==> src/rtl/spiw_pkg.sv <==
package spiw_pkg;
  localparam int ADDR_W  = 2;
  localparam int DATA_W  = 8;
  localparam int NCH     = 1 << ADDR_W;
  localparam int FRAME_W = ADDR_W + DATA_W;
  localparam int CNT_W   = $clog2(FRAME_W + 2);
  localparam logic [CNT_W-1:0] CNT_SAT = {CNT_W{1'b1}};

  function automatic logic [DATA_W-1:0] midscale();
    return DATA_W'(1) << (DATA_W - 1);
  endfunction

  function automatic logic [ADDR_W-1:0] frame_chan(input logic [FRAME_W-1:0] f);
    return f[FRAME_W-1 -: ADDR_W];
  endfunction

  function automatic logic [DATA_W-1:0] frame_byte(input logic [FRAME_W-1:0] f);
    return f[DATA_W-1:0];
  endfunction

  function automatic logic [CNT_W-1:0] count_step(input logic [CNT_W-1:0] c);
    return (c == CNT_SAT) ? c : c + 1'b1;
  endfunction
endpackage

==> src/rtl/spiw_sync.sv <==
module spiw_sync #(
  parameter int   STAGES  = 2,
  parameter logic RST_VAL = 1'b0
) (
  input  logic clk,
  input  logic rst_n,
  input  logic d,
  output logic q,
  output logic rise,
  output logic fall
);
  logic [STAGES:0] chain;

  always_ff @(posedge clk or negedge rst_n) begin
    if (!rst_n) chain <= {(STAGES+1){RST_VAL}};
    else        chain <= {chain[STAGES-1:0], d};
  end

  assign q    = chain[STAGES-1];
  assign rise = chain[STAGES-1] & ~chain[STAGES];
  assign fall = ~chain[STAGES-1] & chain[STAGES];
endmodule

==> src/rtl/spiw_frame_rx.sv <==
module spiw_frame_rx
  import spiw_pkg::*;
(
  input  logic               clk,
  input  logic               rst_n,
  input  logic               en,
  input  logic               cs_active,
  input  logic               cs_start,
  input  logic               cs_end,
  input  logic               sclk_rise,
  input  logic               sclk_fall,
  input  logic               sdi_s,
  output logic               commit,
  output logic [FRAME_W-1:0] frame,
  output logic               sdo_bit
);
  logic [FRAME_W-1:0] shreg;
  logic [CNT_W-1:0]   bit_cnt;

  always_ff @(posedge clk or negedge rst_n) begin
    if (!rst_n) begin
      shreg   <= '0;
      bit_cnt <= '0;
      sdo_bit <= 1'b1;
    end else if (!en) begin
      bit_cnt <= '0;
      sdo_bit <= 1'b1;
    end else if (cs_start) begin
      bit_cnt <= '0;
      sdo_bit <= shreg[FRAME_W-1];
    end else if (cs_active && sclk_rise) begin
      shreg   <= {shreg[FRAME_W-2:0], sdi_s};
      bit_cnt <= count_step(bit_cnt);
    end else if (cs_active && sclk_fall) begin
      sdo_bit <= shreg[FRAME_W-1];
    end
  end

  assign commit = en & cs_end & (bit_cnt == CNT_W'(FRAME_W));
  assign frame  = shreg;
endmodule

==> src/rtl/spiw_wiper_bank.sv <==
module spiw_wiper_bank
  import spiw_pkg::*;
(
  input  logic                  clk,
  input  logic                  rst_n,
  input  logic                  we,
  input  logic [ADDR_W-1:0]     chan,
  input  logic [DATA_W-1:0]     value,
  output logic [NCH*DATA_W-1:0] wiper_bus
);
  for (genvar c = 0; c < NCH; c++) begin : g_ch
    logic [DATA_W-1:0] wreg;
    always_ff @(posedge clk or negedge rst_n) begin
      if (!rst_n)                          wreg <= midscale();
      else if (we && chan == ADDR_W'(c))   wreg <= value;
    end
    assign wiper_bus[c*DATA_W +: DATA_W] = wreg;
  end
endmodule

==> src/rtl/spiw_loader.sv <==
module spiw_loader
  import spiw_pkg::*;
#(
  parameter int SYNC_STAGES = 2
) (
  input  logic                  clk,
  input  logic                  rst_n,
  input  logic                  if_sel,
  input  logic                  sclk,
  input  logic                  cs_n,
  input  logic                  sdi,
  output logic                  sdo_drive_low,
  output logic [NCH*DATA_W-1:0] wiper_bus
);
  logic sclk_s, sclk_rise, sclk_fall;
  logic cs_s, cs_rise, cs_fall;
  logic sdi_s, sdi_rise, sdi_fall;
  logic cs_active, commit, sdo_bit;
  logic [FRAME_W-1:0] frame;

  spiw_sync #(.STAGES(SYNC_STAGES), .RST_VAL(1'b0)) u_sclk (
    .clk(clk), .rst_n(rst_n), .d(sclk), .q(sclk_s), .rise(sclk_rise), .fall(sclk_fall));
  spiw_sync #(.STAGES(SYNC_STAGES), .RST_VAL(1'b1)) u_cs (
    .clk(clk), .rst_n(rst_n), .d(cs_n), .q(cs_s), .rise(cs_rise), .fall(cs_fall));
  spiw_sync #(.STAGES(SYNC_STAGES), .RST_VAL(1'b0)) u_sdi (
    .clk(clk), .rst_n(rst_n), .d(sdi), .q(sdi_s), .rise(sdi_rise), .fall(sdi_fall));

  assign cs_active = ~cs_s;

  spiw_frame_rx u_rx (
    .clk(clk), .rst_n(rst_n), .en(~if_sel), .cs_active(cs_active),
    .cs_start(cs_fall), .cs_end(cs_rise), .sclk_rise(sclk_rise),
    .sclk_fall(sclk_fall), .sdi_s(sdi_s), .commit(commit),
    .frame(frame), .sdo_bit(sdo_bit));

  spiw_wiper_bank u_bank (
    .clk(clk), .rst_n(rst_n), .we(commit), .chan(frame_chan(frame)),
    .value(frame_byte(frame)), .wiper_bus(wiper_bus));

  assign sdo_drive_low = ~if_sel & cs_active & ~sdo_bit;

  logic unused_ok;
  assign unused_ok = &{1'b0, sclk_s, sdi_rise, sdi_fall};
endmodule

==> config.mk <==
export PLATFORM = sky130hd
export DESIGN_NAME = spiw_loader
export DESIGN_NICKNAME = d
export VERILOG_FILES = /design/src/rtl/spiw_pkg.sv /design/src/rtl/spiw_sync.sv /design/src/rtl/spiw_frame_rx.sv /design/src/rtl/spiw_wiper_bank.sv /design/src/rtl/spiw_loader.sv
export SDC_FILE = /design/constraint.sdc
export NUM_CORES = 1
export LEC_CHECK = 0
export CELL_PAD_IN_SITES_DETAIL_PLACEMENT = 2
export CELL_PAD_IN_SITES_GLOBAL_PLACEMENT = 2
export CORE_AREA = 4 4 85 87
export DETAILED_ROUTE_END_ITERATION = 8
export DIE_AREA = 0 0 89 91
export PLACE_DENSITY = 0.72
export REMOVE_ABC_BUFFERS = 1
export SLEW_MARGIN = 25
export SYNTH_ARGS = -nofsm -noshare
export SYNTH_HDL_FRONTEND = slang
export SYNTH_SLANG_ARGS = --single-unit
==> constraint.sdc <==
create_clock -name clk -period 4.3 [get_ports clk]
set_input_delay 0.86 -clock clk [delete_from_list [all_inputs] [get_ports clk]]
set_output_delay 0.86 -clock clk [all_outputs]
set_load 0.01 [all_outputs]
## Word level (Yosys, flattened, before mapping)

Cells that the tools add are included.

- Bits in registers: 55
- Input bits: 6
- Output and inout bits: 33
- Word-level logic and storage cells: 53

- $add $sub $neg: 1
- Equal/unequal tests: 7
- Muxes and demuxes: 8
- Bitwise operators: 15
- Reductions and logical operators: 12

Operators with widths:

| operator | number |
|---|---|
| 4-bit 2-to-1 mux | 4 |
| 1-bit bitwise AND | 8 |
| 4-bit == test (second input constant) | 2 |
| 1-bit inverter | 7 |
| 1-bit logical AND | 6 |
| 3-bit inequality test (second input constant) | 2 |
| 3-bit nonzero test | 2 |
| 4-bit by 1-bit adder with 4-bit output (second input constant) | 1 |
| 2-bit == test (second input constant) | 2 |
| 1-bit 2-to-1 mux | 4 |
| 2-bit AND reduction | 2 |
| 3-bit AND reduction | 1 |
| 2-bit by 1-bit == test with 1-bit output (second input constant) | 1 |
| 2-bit zero test | 1 |

## Depth between registers and ports, before layout

Gate-level depths: netlist (run 1).

- Depth in word-level cells: 7
- Depth in mapped cells: 6
- Gate-level depth less buffers: 5

## Modules after synthesis

Synthesis (run 1) repeated with hierarchy kept, for this count alone.

- Cells, all modules: 143
- Area total of the unflattened synthesis: 2200.9 µm²

Modules (own cells, without submodules):

| module | instances | cells each | area each (µm²) | sequential area each (µm²) |
|---|---|---|---|---|
| spiw_wiper_bank | 1 | 68 | 1217.4 | 805.8 |
| spiw_frame_rx | 1 | 57 | 691.9 | 376.6 |
| spiw_sync (u_sclk ...) | 2 | 5 | 90.1 | 75.1 |
| spiw_sync (u_cs) | 1 | 5 | 93.8 | 78.8 |
| spiw_loader | 1 | 3 | 17.5 | 0.0 |

## Worst setup path before layout (run 1)

No wires, ideal clock.

- Kind: input -> output
- From: input port if_sel
- To: output port sdo_drive_low
- Arrival time: 1.329 ns
- Required time: 3.440 ns
- Path slack: 2.111 ns
- Stages: 2
- Buffers on the path: 1
- Cell sequence: clkbuf_1 > nor3_1

- Longest elaborated chain between the ends: 3

Ends and longest elaborated chain:

| item | line | RTL |
|---|---|---|
| start: declaration | spiw_loader.sv:8 | `input logic if_sel,` |
| 1-bit inverter (no source line) | - |  |
| 1-bit bitwise AND (2 in a row) | spiw_loader.sv:40 | `assign sdo_drive_low = ~if_sel & cs_active & ~sdo_bit;` |
| end: declaration | spiw_loader.sv:12 | `output logic sdo_drive_low,` |

Every way passes these cells.

## Final worst setup path (run 1)

Ends and elaborated chain as after synthesis.

==> summary.txt, run 1 <==
Worst Setup Slack, final -> 1.24 ns
global route overflow -> 0
Via Count -> 1290
dominant synthesized flop cell -> dfrtp_1
Yosys top cell area share -> 0.536
dpl hpwl -> 3510 µm
final setup fails -> 0
CP Launch Type -> input port
hold buffer count at CTS -> 0
final WL -> 4900 µm
antenna cells -> 0
Setup CP Type -> in2out
Routed Antenna Nets -> 0
postcts setup bufs -> 0
fin crit share -> 0.712
fin nets -> 187
Seq pwr share -> 0.622
Max VDD drop -> 200 µV
IO Pins -> 39
status -> completed
DP Worst Slack -> 1.20 ns
CP Max Fanout -> 9
Tightest Pin Transition -> 0.635 ns
CP arrival -> 2.20 ns
Starting Density -> 0.345
CTS Buffer Depth -> 2
internal power -> 684 µW
share of flip-flops with an asynchronous set or reset -> 1.00
largest net degree at the start of global routing -> 35
total negative slack -> 0 ns
PortBufs -> 38
Setup Skew -> 0.00750 ns
Leak -> 1.32 nW
Rows -> 29
Area after DPL -> 0.00265 mm²
Final Instance Area -> 0.00275 mm²
total of max-cap violations -> 0
max_slew headroom -> 0.577
Comb power frac -> 0.045
die area -> 0.00810 mm²
first-pass GRT wire length -> 8180 µm
initial antenna violation count -> 0
Clock power frac -> 0.334
htree depth -> 2
synth top area cells -> dfrtp_1 (54%), mux2_2 (16%), dfstp_2 (9.6%)
DR WL/cell -> 19.1 µm
crit end category -> primary output
switching share of power -> 0.226
#FFs+latches synth -> 55
PD cells -> 322 mW/mm²
clock-pin slew on the worst setup and hold paths -> 0.10 ns
crit path time final -> 3.06 ns
Sw Pwr -> 200 µW
Placer Congestion -> 0.708
post-cts gate resize count -> 0
Yosys warnings -> 0
count of final hold-check violations -> 0
fmax -> 327 MHz
number of global-route vias before repair -> 1537
RSZ-0062 raised after global routing -> false
CORE AREA -> 0.00635 mm²
Mapped Avg Cell Area -> 16.1 µm²
proportion of layout cells with a drive suffix above 1 -> 0.372
Synth area leader -> dfrtp_1
DR iter-0 viols -> 24
CTS buffer count -> 5
Tot Pwr -> 884 µW
Die Ht -> 91 µm
Mapped Cells -> 136
Clock Tree Root -> clkbuf_8
clk sink count -> 55
Residual DRC -> 0
critical path data required time -> 3.44 ns
synth unique cells -> 24
Worst-Skew Late Latency -> 0.31 ns
EDFF count, synth -> 0
fin. max-slew vios -> 0
vias per cell -> 5.02
DRT Pass-1 Iters -> 4
Layout area overhead -> 25.3%
Horiz. Die Dim -> 89 µm
Global Route Usage Sum -> 0.132
post-synthesis sequential area ratio -> 0.632
Cell Area, Synth -> 0.00219 mm²
CTS tree -> done
worst hold path class -> reg2reg
## critical path, cell delays in order
cell and delay [ns]:
clkdlybuf4s50_1 0.54, nor3_1 0.23, clkdlybuf4s50_1 0.57
## layer usage
metal	vias to the layer above	GRT usage	wire length [µm]
met5	-	0	0
met4	0	0.0372	63
met3	5	0.0326	147
met2	22	0.222	2610
met1	693	0.168	2080
li1	570	-	-
## path summary, 6_finish.rpt
check                      depth (start not counted)                startpoint                                 end  slack, ns
setup / recovery                                   3                    if_sel                       sdo_drive_low       1.24
hold / removal                                     0  u_sdi.chain[0]$_DFF_PN0_            u_sdi.chain[1]$_DFF_PN0_       0.36
setup reg to reg                                   3   u_cs.chain[1]$_DFF_PN1_           u_rx.frame[9]$_DFFE_PN0P_       2.34
hold reg to reg                                    0  u_sdi.chain[0]$_DFF_PN0_            u_sdi.chain[1]$_DFF_PN0_       0.36
max in group asynchronous                          2                     rst_n  u_bank.g_ch[0].wreg[7]$_DFFE_PN1P_       2.95
min in group asynchronous                          1                     rst_n         u_rx.bit_cnt[2]$_DFFE_PN0P_       0.51
## stage by stage
stage / instances / util / hold WS, ns
floorplan: 133 / - / 0.331
CTS: 257 / 0.433 / 0.360
global route: 257 / 0.433 / 0.367
global placement: 249 / 0.418 / 0.334
finish: 257 / 0.433 / 0.358
detailed placement: 249 / 0.418 / 0.337
## final cells by class
type                       count  area (µm²)
clock buffer                   7        86.3
clock inverter                 1        8.76
fill                         611        3600
inverter                       6        22.5
multi-input combinational     72         766
sequential                    55        1390
tap                           77        96.3
timing repair buffer          39         383
## power groups by stage
stage / combinational (mW) / clock, mW / sequential (mW)
global placement: 0.0387 / 0 / 0.558
global route: 0.0443 / 0.337 / 0.554
CTS: 0.0407 / 0.310 / 0.550
finish: 0.0395 / 0.295 / 0.550
floorplan: 0.0209 / 0 / 0.553
detailed placement: 0.0409 / 0 / 0.560
## sequential cells by signal, indices dropped and copies added, names as in the netlist
register	count
u_sdi.chain	2
u_rx.frame	10
u_rx.sdo_bit	1
u_bank.g_ch.wreg	32
u_rx.bit_cnt	4
u_cs.chain	3
u_sclk.chain	3
## synthesized netlist by cell type (2+ instances only)
master / count
clkbuf_1: 2
dfrtp_1: 47
mux2_4: 10
o31ai_1: 2
mux2i_1: 3
a221oi_1: 3
or3_2: 2
ha_1: 2
inv_1: 6
o211ai_1: 3
nor2_1: 4
dfstp_2: 8
mux2_2: 32
nand4b_2: 2
## cells in the final DEF (no fill, tap or decap)
cell type,count
dfrtp_1,47
clkdlybuf4s50_1,37
mux2_2,32
mux2_4,10
dfstp_2,8
inv_1,6
clkbuf_8,6
nor2_1,4
a221oi_1,3
mux2i_1,3
o211ai_1,3
nand4b_2,2
o31ai_1,2
or3_2,2
ha_1,2
nor3_1,1
and4b_2,1
nand3_2,1
nand4_2,1
or3b_4,1
nand3_1,1
or3_1,1
a211o_1,1
a31oi_1,1
clkinv_4,1
clkbuf_1,1
buf_2,1
buf_4,1
## cell families (layout without fill, tap and decap cells)
| logic type | count (synthesis) | count (layout) | synth area share |
|---|---|---|---|
| adders and majority gates | 2 | 2 | 0.0114 |
| buffers and inverters | 9 | 53 | 0.0188 |
| and+or+nand+nor | 15 | 15 | 0.0553 |
| DFF | 55 | 55 | 0.632 |
| AOI/OAI and AO/OA | 10 | 10 | 0.0359 |
| muxes | 45 | 45 | 0.246 |
(Power assumes the default switching activity.)
==> inputs of run 2 (changes only) <==
clock period = 3.12 ns   (was 4.3 ns; I/O delays follow)
==> summary.txt, run 2 (synthesis gave the netlist of run 1 again) <==
Tightest Pin Transition -> 0.614 ns (-0.0204 ns)
dpl hpwl -> 3370 µm (-4.0%)
global route overflow -> 0 (unchanged)
fin. max-slew vios -> 0 (unchanged)
Worst path most repeated cell -> clkdlybuf4s50_1
PortBufs -> 38 (unchanged)
Final Instance Area -> 0.00275 mm² (about the same)
first-pass GRT wire length -> 7870 µm (-3.8%)
Tot Pwr -> 1.23 mW (+39%)
final setup fails -> 0 (unchanged)
DRT Pass-1 Iters -> 3 (-1)
final WL -> 4810 µm (-1.9%)
Setup Skew -> 0.00432 ns (-0.00317 ns)
most frequent cells in the layout -> dfrtp_1 (47), clkdlybuf4s50_1 (37), mux2_2 (32)
fmax -> 385 MHz
Worst path slowest cell -> clkdlybuf4s50_1
proportion of layout cells with a drive suffix above 1 -> 0.378 (+0.00556)
Horiz. Die Dim -> 89 µm (unchanged)
Biggest register -> u_bank.g_ch.wreg
max reg flops -> 32 (unchanged)
CTS Buffer Depth -> 2 (unchanged)
DR WL/cell -> 18.7 µm (-1.9%)
Rows -> 29 (unchanged)
initial antenna violation count -> 0 (unchanged)
CP peak stage delay -> 0.56 ns (about the same)
IO Pins -> 39 (unchanged)
Clock Tree Root -> clkbuf_8
post-cts gate resize count -> 0 (unchanged)
Starting Density -> 0.345 (unchanged)
hold_ws -> 0.278 ns (-0.0802 ns)
CP Max Fanout -> 9 (unchanged)
Leak -> 1.32 nW (+0.24%)
DR iter-0 viols -> 48 (+100%)
RSZ-0062 raised after global routing -> false
total of max-cap violations -> 0 (unchanged)
Worst Setup Slack, final -> 0.525 ns (-0.713 ns)
postcts setup bufs -> 0 (unchanged)
Layout area overhead -> 25.4% (about the same)
Setup CP Type -> in2out
critical path cell sequence -> clkdlybuf4s50_1, nor3_1, clkdlybuf4s50_1
fin nets -> 187 (unchanged)
Via Count -> 1275 (-1.2%)
CORE AREA -> 0.00635 mm² (unchanged)
crit path time final -> 2.60 ns
Routed Antenna Nets -> 0 (unchanged)
Fillers -> 606 (-0.82%)
crit end category -> primary output
commonest non-fill, non-tap cell in the layout -> dfrtp_1
largest net degree at the start of global routing -> 34 (-2.9%)
CTS buffer count -> 5 (unchanged)
max_slew headroom -> 0.590 (+0.0136)
CP Launch Type -> input port
PD cells -> 448 mW/mm² (+39%)
critical path data required time -> 2.50 ns (-0.94 ns)
count of final hold-check violations -> 0 (unchanged)
Area after DPL -> 0.00265 mm² (unchanged)
CP arrival -> 1.97 ns (-0.23 ns)
Placer Congestion -> 0.714 (+0.79%)
worst hold path class -> in2async
hold buffer count at CTS -> 0 (unchanged)
DP Worst Slack -> 0.523 ns (-0.679 ns)
status -> completed
Worst-Skew Late Latency -> 0.31 ns (about the same)
clock-pin slew on the worst setup and hold paths -> 0.09 ns (about the same)
Residual DRC -> 0 (unchanged)
Max VDD drop -> 213 µV (+6.8%)
clk sink count -> 55 (unchanged)
antenna cells -> 0 (unchanged)
number of global-route vias before repair -> 1470 (-4.4%)
total negative slack -> 0 ns (unchanged)
htree depth -> 2 (unchanged)
vias per cell -> 4.96 (-1.2%)
CTS tree -> done
die area -> 0.00810 mm² (unchanged)
Global Route Usage Sum -> 0.127 (-0.00512)
fin crit share -> 0.832
Die Ht -> 91 µm (unchanged)
run 2: cell count changes in the layout (fill, tap and decap cells not counted), sizes merged:
cell and delta:
clkbuf -1, inv +1
run 2: routing by layer:
layer	global-route usage	wire [µm]	up-vias
met1	0.158	2030	675
met2	0.214	2550	19
li1	-	-	576
met5	0	0	-
met4	0.0335	57	0
met3	0.0353	174	5
run 2: path summary, 6_finish.rpt:
check	startpoint	end	slack [ns]	cells after the start
min in group clk	u_sdi.chain[0]$_DFF_PN0_	u_sdi.chain[1]$_DFF_PN0_	0.36	0
min reg2reg	u_sdi.chain[0]$_DFF_PN0_	u_sdi.chain[1]$_DFF_PN0_	0.36	0
min	rst_n	u_rx.bit_cnt[3]$_DFFE_PN0P_	0.28	1
max	if_sel	sdo_drive_low	0.52	3
max in group asynchronous	rst_n	u_bank.g_ch[0].wreg[7]$_DFFE_PN1P_	2.00	2
max reg2reg	u_cs.chain[1]$_DFF_PN1_	u_rx.frame[9]$_DFFE_PN0P_	1.17	3
run 2: where the power goes:
part | total [mW] | internal, mW | leakage (nW) | switching, mW
clock | 0.421 | 0.182 | 0.0516 | 0.239
sequential | 0.757 | 0.733 | 0.725 | 0.0241
combinational | 0.0546 | 0.0275 | 0.547 | 0.0271
run 2: final cells by class:
cell class | instances | area [µm²] | area share
clock inverters | 2 | 13.8 | 0.00500
inverters | 6 | 22.5 | 0.00819
multi-input cells | 72 | 766 | 0.278
well taps | 77 | 96.3 | 0.0350
flip-flops and latches | 55 | 1390 | 0.504
repair buffers | 39 | 383 | 0.139
clock buffers | 6 | 82.6 | 0.0300
run 2: through the flow:
stage                     utilization  std cells
final                           0.433        257
after global routing            0.433        257
after CTS                       0.433        257
after detailed placement        0.418        249
after global placement          0.418        249
after floorplan                     -        133
run 2: worst max-delay path, delay by kind of cell:
kind / cells / cell delay [ns]
buffers and inverters: 2 / 1.11
AND/OR/NAND/NOR: 1 / 0.23
==> inputs of run 3 (changes only) <==
clock period = 2.57 ns   (was 3.12 ns; I/O delays follow)
==> summary.txt, run 3 (synthesis gave the netlist of run 1 again) <==
clock-pin slew on the worst setup and hold paths -> 0.10 ns (about the same)
Tightest Pin Transition -> 0.661 ns (+0.0469 ns)
Biggest register -> u_bank.g_ch.wreg
hold buffer count at CTS -> 0 (unchanged)
Setup Skew -> 0.0104 ns (+0.00603 ns)
fin. max-slew vios -> 0 (unchanged)
die area -> 0.00810 mm² (unchanged)
number of global-route vias before repair -> 1528 (+3.9%)
Global Route Usage Sum -> 0.137 (+0.00971)
htree depth -> 2 (unchanged)
Rows -> 29 (unchanged)
CORE AREA -> 0.00635 mm² (unchanged)
Finished Layout Cells -> 258 (+0.39%)
Starting Density -> 0.345 (unchanged)
Via Count -> 1321 (+3.6%)
status -> completed
fin nets -> 188 (+0.53%)
CP arrival -> 1.73 ns (-0.24 ns)
critical path data required time -> 2.06 ns (-0.44 ns)
dpl hpwl -> 3630 µm (+7.7%)
CTS tree -> done
vias per cell -> 5.12 (+3.2%)
CP bufs+invs -> 2 (unchanged)
final setup fails -> 0 (unchanged)
Setup CP Type -> in2out
fin crit share -> 0.875
Worst path most repeated cell -> clkdlybuf4s50_1
Leak -> 1.34 nW (+1.2%)
initial antenna violation count -> 0 (unchanged)
total of max-cap violations -> 0 (unchanged)
DR WL/cell -> 19.8 µm (+6.1%)
first-pass GRT wire length -> 8290 µm (+5.3%)
RSZ-0062 raised after global routing -> false
Worst Setup Slack, final -> 0.322 ns (-0.203 ns)
Post-Place Cells -> 250 (+0.40%)
Worst path slowest cell -> clkdlybuf4s50_1
IO Pins -> 39 (unchanged)
DR iter-0 viols -> 24 (-50%)
largest net degree at the start of global routing -> 30 (-12%)
most frequent cells in the layout -> dfrtp_1 (47), clkdlybuf4s50_1 (37), mux2_2 (32)
CTS Buffer Depth -> 2 (unchanged)
PortBufs -> 38 (unchanged)
Fillers -> 606 (unchanged)
final WL -> 5120 µm (+6.5%)
Residual DRC -> 0 (unchanged)
post-cts gate resize count -> 0 (unchanged)
count of final hold-check violations -> 0 (unchanged)
Placer Congestion -> 0.661 (-7.4%)
critical path cell sequence -> clkdlybuf4s50_1, nor3_1, clkdlybuf4s50_1
CP Launch Type -> input port
Die Ht -> 91 µm (unchanged)
DRT Pass-1 Iters -> 2 (-1)
Layout area overhead -> 27.0%
max reg flops -> 32 (unchanged)
CP Max Fanout -> 4 (-5)
global route overflow -> 0 (unchanged)
antenna cells -> 0 (unchanged)
CP peak stage delay -> 0.56 ns (about the same)
Top delay family on crit path -> buffers and inverters
fmax -> 445 MHz
Worst-Skew Late Latency -> 0.32 ns (about the same)
hold_ws -> 0.208 ns (-0.0702 ns)
PD cells -> 564 mW/mm² (+26%)
Routed Antenna Nets -> 0 (unchanged)
DP Worst Slack -> 0.236 ns (-0.287 ns)
commonest non-fill, non-tap cell in the layout -> dfrtp_1
Max VDD drop -> 260 µV (+22%)
CTS buffer count -> 5 (unchanged)
worst hold path class -> in2async
total negative slack -> 0 ns (unchanged)
proportion of layout cells with a drive suffix above 1 -> 0.381 (+0.00344)
Clock Tree Root -> clkbuf_8
crit end category -> primary output
postcts setup bufs -> 0 (unchanged)
max_slew headroom -> 0.559 (-0.0313)
crit path time final -> 2.25 ns
clk sink count -> 55 (unchanged)
Horiz. Die Dim -> 89 µm (unchanged)
==> run 3: changes by cell type in the layout (fill, tap and decap cells not counted), sizes merged <==
cell / delta
buf: +1
clkbuf: -1
bufinv: +1
inv: -1
clkinv: +1
==> run 3: layout make-up <==
| type | count | area (µm²) | share of cell area |
|---|---|---|---|
| Timing Repair Buffer | 40 | 403 | 0.145 |
| Multi-Input combinational cell | 72 | 766 | 0.275 |
| Tap cell | 77 | 96.3 | 0.0346 |
| Inverter | 6 | 22.5 | 0.00808 |
| Clock inverter | 3 | 43.8 | 0.0157 |
| Sequential cell | 55 | 1390 | 0.498 |
| Clock buffer | 5 | 68.8 | 0.0247 |
==> run 3: final timing paths <==
| kind | start | to | slack, ns | cells after the start |
|---|---|---|---|---|
| setup / recovery | if_sel | sdo_drive_low | 0.32 | 3 |
| setup reg to reg | u_cs.chain[1]$_DFF_PN1_ | u_rx.frame[3]$_DFFE_PN0P_ | 0.57 | 3 |
| hold / removal | rst_n | u_rx.bit_cnt[0]$_DFFE_PN0P_ | 0.21 | 1 |
| hold reg to reg | u_cs.chain[0]$_DFF_PN1_ | u_cs.chain[1]$_DFF_PN1_ | 0.36 | 0 |
| max in group asynchronous | rst_n | u_cs.chain[0]$_DFF_PN1_ | 1.69 | 2 |
| min in group clk | u_cs.chain[0]$_DFF_PN1_ | u_cs.chain[1]$_DFF_PN1_ | 0.36 | 0 |
==> run 3: worst reg2reg max path, stage by stage, from the launching register on <==
cell and delay (ns):
dfstp_2 0.43, or3b_4 0.42, or3_1 0.62, mux2_4 0.41
==> run 3: routing by layer <==
layer,track usage,share of wire
met1,0.155,0.40
met2,0.243,0.55
met3,0.0353,0.034
met4,0.0484,0.016
met5,0,0
==> run 3: report_power, final <==
group / internal, mW / leakage [nW] / switching [mW]
clock: 0.291 / 0.0581 / 0.291
sequential: 0.890 / 0.725 / 0.0290
combinational: 0.0364 / 0.557 / 0.0347
total: 1.22 / 1.34 / 0.355
==> run 3: per-stage QoR <==
step / area [µm²] / util / power (mW)
5_1_grt: 2790 / 0.439 / 1.65
3_5_place_dp: 2670 / 0.421 / 1.01
4_1_cts: 2790 / 0.439 / 1.60
6_report: 2790 / 0.439 / 1.57
3_3_place_gp: 2670 / 0.421 / 1.00
2_1_floorplan: 2170 / - / 0.960
